==> src/rtl/dafir_pkg.sv <==
package dafir_pkg;
   // Taps served by one lookup table (4 address bits -> 16 entries)
   localparam int GROUP_TAPS = 4;

   function automatic int ceil_div(input int a, input int b);
      return (a + b - 1) / b;
   endfunction

   function automatic int cnt_width(input int n);
      return (n > 1) ? $clog2(n) : 1;
   endfunction
endpackage

==> src/rtl/dafir_taps.sv <==
module dafir_taps #(
   parameter int NUM_TAPS = 8,
   parameter int SAMPLE_W = 8,
   parameter int BPC      = 1,
   parameter int CNT_W    = 3
) (
   input  logic                              clk,
   input  logic                              rst,
   input  logic                              accept,
   input  logic [SAMPLE_W-1:0]               in_data,
   input  logic [CNT_W-1:0]                  cnt,
   output logic [BPC-1:0][NUM_TAPS-1:0]      lane_addr
);
   localparam int IDX_W = $clog2(SAMPLE_W);

   logic [NUM_TAPS-1:0][SAMPLE_W-1:0] taps;

   always_ff @(posedge clk) begin
      if (rst) begin
         taps <= '0;
      end else if (accept) begin
         taps[0] <= in_data;
         for (int k = 1; k < NUM_TAPS; k++) taps[k] <= taps[k-1];
      end
   end

   // One bit from every tap per lane; lane l reads bit cnt*BPC+l
   always_comb begin
      for (int l = 0; l < BPC; l++) begin
         int idx;
         idx = int'(cnt) * BPC + l;
         for (int k = 0; k < NUM_TAPS; k++)
            lane_addr[l][k] = taps[k][idx[IDX_W-1:0]];
      end
   end

   p_shift_r3: assert property (@(posedge clk) disable iff (rst)
      accept |=> taps[0] == $past(in_data));
   p_hold_r3: assert property (@(posedge clk) disable iff (rst)
      !accept |=> $stable(taps));
endmodule

==> src/rtl/dafir_lut.sv <==
module dafir_lut #(
   parameter int                   TAPS   = 4,
   parameter int                   COEF_W = 8,
   parameter int                   PP_W   = 11,
   parameter logic [TAPS*COEF_W-1:0] COEFS = '0
) (
   input  logic [TAPS-1:0]         addr,
   output logic signed [PP_W-1:0]  psum
);
   localparam int DEPTH = 2 ** TAPS;

   function automatic logic [DEPTH*PP_W-1:0] build_table();
      logic [DEPTH*PP_W-1:0] t;
      t = '0;
      for (int a = 0; a < DEPTH; a++) begin
         int s;
         s = 0;
         for (int k = 0; k < TAPS; k++)
            if (a[k]) s += int'($signed(COEFS[k*COEF_W +: COEF_W]));
         t[a*PP_W +: PP_W] = PP_W'(s);
      end
      return t;
   endfunction

   localparam logic [DEPTH*PP_W-1:0] TABLE = build_table();

   assign psum = $signed(TABLE[int'(addr)*PP_W +: PP_W]);

   initial begin
      assert (TAPS >= 1 && TAPS <= 4) else $fatal(1, "table address must be 1..4 bits");
   end
endmodule

==> src/rtl/dafir_accum.sv <==
module dafir_accum #(
   parameter int SAMPLE_W = 8,
   parameter int BPC      = 1,
   parameter int CNT_W    = 3,
   parameter int PP_W     = 11,
   parameter int ACC_W    = 19
) (
   input  logic                              clk,
   input  logic                              rst,
   input  logic                              busy,
   input  logic                              last,
   input  logic [CNT_W-1:0]                  cnt,
   input  logic [BPC-1:0][PP_W-1:0]          lane_sum,
   output logic                              out_valid,
   output logic signed [ACC_W-1:0]           out_data
);
   logic signed [ACC_W-1:0] acc, acc_next;

   // Weight each lane by its bit position; the sign position is subtracted
   always_comb begin
      logic signed [ACC_W-1:0] term;
      int bidx;
      acc_next = (cnt == '0) ? '0 : acc;
      for (int l = 0; l < BPC; l++) begin
         bidx = int'(cnt) * BPC + l;
         term = {{(ACC_W-PP_W){lane_sum[l][PP_W-1]}}, lane_sum[l]};
         term = term << bidx;
         if (bidx == SAMPLE_W - 1) acc_next = acc_next - term;
         else                      acc_next = acc_next + term;
      end
   end

   always_ff @(posedge clk) begin
      if (rst) begin
         acc       <= '0;
         out_valid <= 1'b0;
         out_data  <= '0;
      end else begin
         out_valid <= last;
         if (busy) acc <= acc_next;
         if (last) out_data <= acc_next;
      end
   end
endmodule

==> src/rtl/dafir_top.sv <==
module dafir_top #(
   parameter int NUM_TAPS     = 8,
   parameter int SAMPLE_W     = 8,
   parameter int COEF_W       = 8,
   parameter int BITS_PER_CLK = 1,
   parameter logic [NUM_TAPS*COEF_W-1:0] COEF_VEC = 64'h6400FF4DCE037F80,
   localparam int ACC_W = SAMPLE_W + COEF_W + $clog2(NUM_TAPS)
) (
   input  logic                        clk,
   input  logic                        rst,
   input  logic                        in_valid,
   output logic                        in_ready,
   input  logic [SAMPLE_W-1:0]         in_data,
   output logic                        out_valid,
   output logic signed [ACC_W-1:0]     out_data
);
   import dafir_pkg::*;

   localparam int NCYC  = SAMPLE_W / BITS_PER_CLK;
   localparam int CNT_W = cnt_width(NCYC);
   localparam int NGRP  = ceil_div(NUM_TAPS, GROUP_TAPS);
   localparam int PP_W  = COEF_W + $clog2(NUM_TAPS);

   // legal lane counts only
   initial begin
      assert (BITS_PER_CLK == 1 || BITS_PER_CLK == 2 || BITS_PER_CLK == 4 || BITS_PER_CLK == 8)
         else $fatal(1, "BITS_PER_CLK must be 1, 2, 4 or 8");
      assert (SAMPLE_W % BITS_PER_CLK == 0) else $fatal(1, "BITS_PER_CLK must divide SAMPLE_W");
      assert (SAMPLE_W >= 2 && COEF_W >= 2 && NUM_TAPS >= 1) else $fatal(1, "bad widths");
   end

   // Bit-position sequencer
   logic             busy, last, accept;
   logic [CNT_W-1:0] cnt;

   assign last     = busy && (cnt == CNT_W'(NCYC - 1));
   assign in_ready = !busy || last;
   assign accept   = in_valid && in_ready;

   always_ff @(posedge clk) begin
      if (rst) begin
         busy <= 1'b0;
         cnt  <= '0;
      end else if (accept) begin
         busy <= 1'b1;
         cnt  <= '0;
      end else if (last) begin
         busy <= 1'b0;
         cnt  <= '0;
      end else if (busy) begin
         cnt  <= cnt + 1'b1;
      end
   end

   logic [BITS_PER_CLK-1:0][NUM_TAPS-1:0] lane_addr;

   dafir_taps #(
      .NUM_TAPS(NUM_TAPS), .SAMPLE_W(SAMPLE_W), .BPC(BITS_PER_CLK), .CNT_W(CNT_W)
   ) u_taps (
      .clk(clk), .rst(rst), .accept(accept), .in_data(in_data),
      .cnt(cnt), .lane_addr(lane_addr)
   );

   // One table per (lane, group of up to four taps); R9 partial last group
   logic signed [PP_W-1:0] grp_sum [BITS_PER_CLK][NGRP];
   logic [BITS_PER_CLK-1:0][PP_W-1:0] lane_sum;

   for (genvar l = 0; l < BITS_PER_CLK; l++) begin : g_lane
      for (genvar g = 0; g < NGRP; g++) begin : g_grp
         localparam int BASE = g * GROUP_TAPS;
         localparam int GT   = (NUM_TAPS - BASE >= GROUP_TAPS) ? GROUP_TAPS : NUM_TAPS - BASE;
         dafir_lut #(
            .TAPS(GT), .COEF_W(COEF_W), .PP_W(PP_W),
            .COEFS(COEF_VEC[BASE*COEF_W +: GT*COEF_W])
         ) u_lut (
            .addr(lane_addr[l][BASE +: GT]),
            .psum(grp_sum[l][g])
         );
      end
      // Pre-adder joining the group tables of this lane
      always_comb begin
         logic signed [PP_W-1:0] s;
         s = '0;
         for (int g = 0; g < NGRP; g++) s = s + grp_sum[l][g];
         lane_sum[l] = s;
      end
   end

   dafir_accum #(
      .SAMPLE_W(SAMPLE_W), .BPC(BITS_PER_CLK), .CNT_W(CNT_W), .PP_W(PP_W), .ACC_W(ACC_W)
   ) u_acc (
      .clk(clk), .rst(rst), .busy(busy), .last(last), .cnt(cnt),
      .lane_sum(lane_sum), .out_valid(out_valid), .out_data(out_data)
   );

   p_clear_r2: assert property (@(posedge clk) disable iff (rst)
      $past(rst) |-> (in_ready && !out_valid));
   p_done_r4: assert property (@(posedge clk) disable iff (rst)
      last |=> out_valid);
   p_cause_r4: assert property (@(posedge clk) disable iff (rst)
      out_valid |-> $past(busy));
   if (NCYC > 1) begin : g_pulse
      p_pulse_r4: assert property (@(posedge clk) disable iff (rst)
         out_valid |=> !out_valid);
      p_wait_r5: assert property (@(posedge clk) disable iff (rst)
         accept |=> !in_ready);
   end
endmodule

==> config.mk <==
export PLATFORM = sky130hd
export DESIGN_NAME = dafir_top
export DESIGN_NICKNAME = d
export VERILOG_FILES = /design/src/rtl/dafir_pkg.sv /design/src/rtl/dafir_taps.sv /design/src/rtl/dafir_lut.sv /design/src/rtl/dafir_accum.sv /design/src/rtl/dafir_top.sv
export SDC_FILE = /design/constraint.sdc
export NUM_CORES = 1
export LEC_CHECK = 0
export CAP_MARGIN = 20
export CORE_AREA = 2 2 108 110
export DETAILED_ROUTE_END_ITERATION = 6
export DIE_AREA = 0 0 110 112
export PLACE_DENSITY = 0.93
export SYNTH_ARGS = -nofsm -noshare
export SYNTH_HDL_FRONTEND = slang
export SYNTH_SLANG_ARGS = --single-unit
==> constraint.sdc <==
create_clock -name clk -period 16.7 [get_ports clk]
set_input_delay 5.01 -clock clk [delete_from_list [all_inputs] [get_ports clk]]
set_output_delay 5.01 -clock clk [all_outputs]
set_load 0.05 [all_outputs]
==> impl_metrics.ini <==
[drt]
via_per_inst = 6.05
drcViolationCount = 0
firstDrtPassIters = 5
drt_iter0_drc = 356
routedWlPerCell_um = 15.8
ant_nets = 0
routed_wirelength_um = 15300
vias = 5848

[clocking]
cts_sinks = 107
path_clk_slew_ns = 0.07
clock_path_buffers = 2
clk_latency_ns = 0.36
htreeDepth = 3
cts_tree = built
cts_hold_buffers = 0
cts_resized = 0
clockRootBuffer = clkbuf_16
cts_buffers = 9
post_cts_buffers = 0

[yosys]
ys_ff_latch = 107
synthFlopType = dfxtp_1
yosysTopAreaCell = dfxtp_1
postSynthCellCount = 816
synth_cell_types = 78
yosys.area.top_type_share_pct = 31.5
syn_nets = 869
synth_area_leaders = dfxtp_1 (32%), nand2_1 (8.6%), ha_1 (7.4%)
synth.avg_cell_area_um2 = 8.33
synth-seq-area-share_pct = 31.5
ys_warn_count = 0
synth_edf_count = 0
async_reset_ff_share_pct = 0
syn-cell-area_um2 = 6800

[layout]
drive_gt1_share_pct = 8.02
layout_commonest_cell = nand2_1
fillers = 865
final_cell_mix = nand2_1 (154), dfxtp_1 (107), a21oi_1 (95), nor2_1 (54), ha_1 (40)
stdcell_count = 966
synthToLayoutAreaGrowth_pct = 9.31
antenna_cells = 0
nNetsFinal = 872

[global_route]
grt_use_total_pct = 26.3
grt_max_degree = 87
grt-ovfl-total = 0
grt_pass1_wl_um = 26000
grt_pass1_vias = 5543
antenna_found_initial = 0

[hold_path]
hp-start = u_taps.taps[54]
hold_depth = 2
hp-class = flip-flop to flip-flop
hold_end = u_taps.taps[62]

[sta]
worst_slack_ns = 8.37
finalSetupViolCount = 0
period_share_pct = 49.9
slew_violations = 0
rsz0062_at_grt = false
max_freq_mhz = 120
fin_setup_tns_ns = 0
worst_pin_slew_ns = 1.09
min_period_ns = 8.33
maxSlewHeadroom_pct = 27.5
fin_worst_skew_ns = 0.00964
final_hold_viol_count = 0

[worst_setup_path]
r2r-end = u_acc.acc[18]
crit_slowest_cell = clkdlybuf4s50_1
critPathLaunch = cnt[0]
setup.worst_path.class = flip-flop to output port
cp_data_arrival_time_ns = 3.32
worstPathCellList = ha_1 > ha_1 > nor2_1 > inv_1 > clkdlybuf4s50_1
startpoint_type = flip-flop
cp.required_ns = 11.69
rrSetupSlack_ns = 8.44
critPathMaxStageDelay_ns = 0.84
critPathTopFamily = buffers and inverters
path_common_cell = ha_1
reg2reg_depth = 28
cp-end-kind = output port
cp_num_buf_inv = 2
r2r-start = cnt[0]
path_max_fanout = 22

[floorplanning]
die_w_um = 110
die_area_um2 = 12300
start_util_pct = 60.8
core_area_um2 = 11200
ios = 32
die_h_um = 112
rows = 39

[pwr]
power.density_nw_per_um2 = 88.5
peakVddDrop_uv = 88.8
p_leak_uw = 0.00283

[run]
maxCapViolCount = 0

[placed_design]
gp_congestion = 0.888
io_buffers = 31
dpl.hpwl_um = 10400
place_ws_ns = 8.57
placed_cells = 950

[outcome]
outcome = finished, final reports clean
power by group:
part / total (µW) / switching (µW) / internal (µW)
combinational: 170 / 99.8 / 70.2
sequential: 271 / 6.67 / 264
clock: 217 / 95.9 / 121
registers in the layout (all words and copies together), names as in the netlist:
name / flops
busy: 1
cnt: 3
u_acc.acc: 19
u_acc.out_data: 19
u_acc.out_valid: 1
u_taps.taps: 64
cell families (layout without fill, tap and decap cells):
logic type / count (synthesis) / count (layout) / synth area share (%)
compound gates: 211 / 211 / 20.2
mux: 48 / 48 / 10.3
fa+ha+maj: 42 / 42 / 7.95
flops: 107 / 107 / 31.5
xor+xnor: 37 / 37 / 4.99
buf+inv: 64 / 71 / 4.23
simple gates: 307 / 307 / 20.8
layout make-up:
type                            instances  area (µm²)  share of cell area [%]
Clock buffer                           11         243                    3.27
Clock inverter                          4        57.6                   0.774
Inverter                               18        67.6                   0.909
Multi-Input combinational cell        645        4370                    58.8
Sequential cell                       107        2140                    28.8
Tap cell                              143         179                    2.41
Timing Repair Buffer                   38         370                    4.98
per-layer routing:
layer  track usage, %  vias to the layer above  share of wire (%)
met2             45.3                      152                 52
met1             31.3                     2772                 41
met5                0                        -                  0
met3             5.44                       36                4.9
met4             10.6                        0                2.4
li1                 -                     2888                  -
per-stage QoR:
stage,utilization (%),instance area (µm²),power (µW),hold WS (ns)
6_report,66.5,7430,658,0.452
3_3_place_gp,63.6,7110,436,0.436
2_1_floorplan,-,6800,409,0.432
5_1_grt,66.5,7430,688,0.463
4_1_cts,66.3,7410,657,0.452
3_5_place_dp,63.6,7110,440,0.441
synthesized netlist by cell type, types with 3 or more instances:
| cell type | count |
|---|---|
| buf_1 | 4 |
| clkbuf_1 | 37 |
| a21o_1 | 9 |
| and2_1 | 27 |
| nor2b_1 | 7 |
| o21ai_1 | 3 |
| xnor2_1 | 23 |
| nor3_1 | 12 |
| xor2_1 | 12 |
| or3_1 | 3 |
| nor2_1 | 54 |
| o21bai_1 | 7 |
| or2_2 | 3 |
| mux4_2 | 15 |
| clkbuf_8 | 4 |
| o211ai_1 | 7 |
| a211oi_1 | 7 |
| nor3b_1 | 3 |
| a221o_1 | 3 |
| mux2i_1 | 29 |
| nand2_1 | 155 |
| inv_1 | 17 |
| o21ai_0 | 24 |
| a22o_1 | 16 |
| ha_1 | 40 |
| a31oi_1 | 6 |
| o21a_1 | 5 |
| a21oi_1 | 95 |
| nand3_1 | 13 |
| dfxtp_1 | 107 |
| nand2b_1 | 12 |
worst register-to-register path, delay by kind of cell, from the launching register on:
family          cells  cell delay (ns)
flops               1             0.79
simple gates        6             1.46
buf+inv             2             0.54
fa+ha+maj           3             0.99
mux                 4             1.38
xor+xnor            3             0.66
compound gates     10             2.36
worst max path at each step:
stage | endpoint | slack (ns) | cells after the start
3_5_place_dp | u_acc.acc[18] | 8.57 | 26
2_1_floorplan | u_acc.acc[18] | 8.90 | 29
6_report | in_ready | 8.37 | 5
3_3_place_gp | in_ready | 8.88 | 5
4_1_cts | in_ready | 8.41 | 5
5_1_grt | u_acc.acc[18] | 7.83 | 28
No activity file was read; power rests on OpenSTA's default activity.
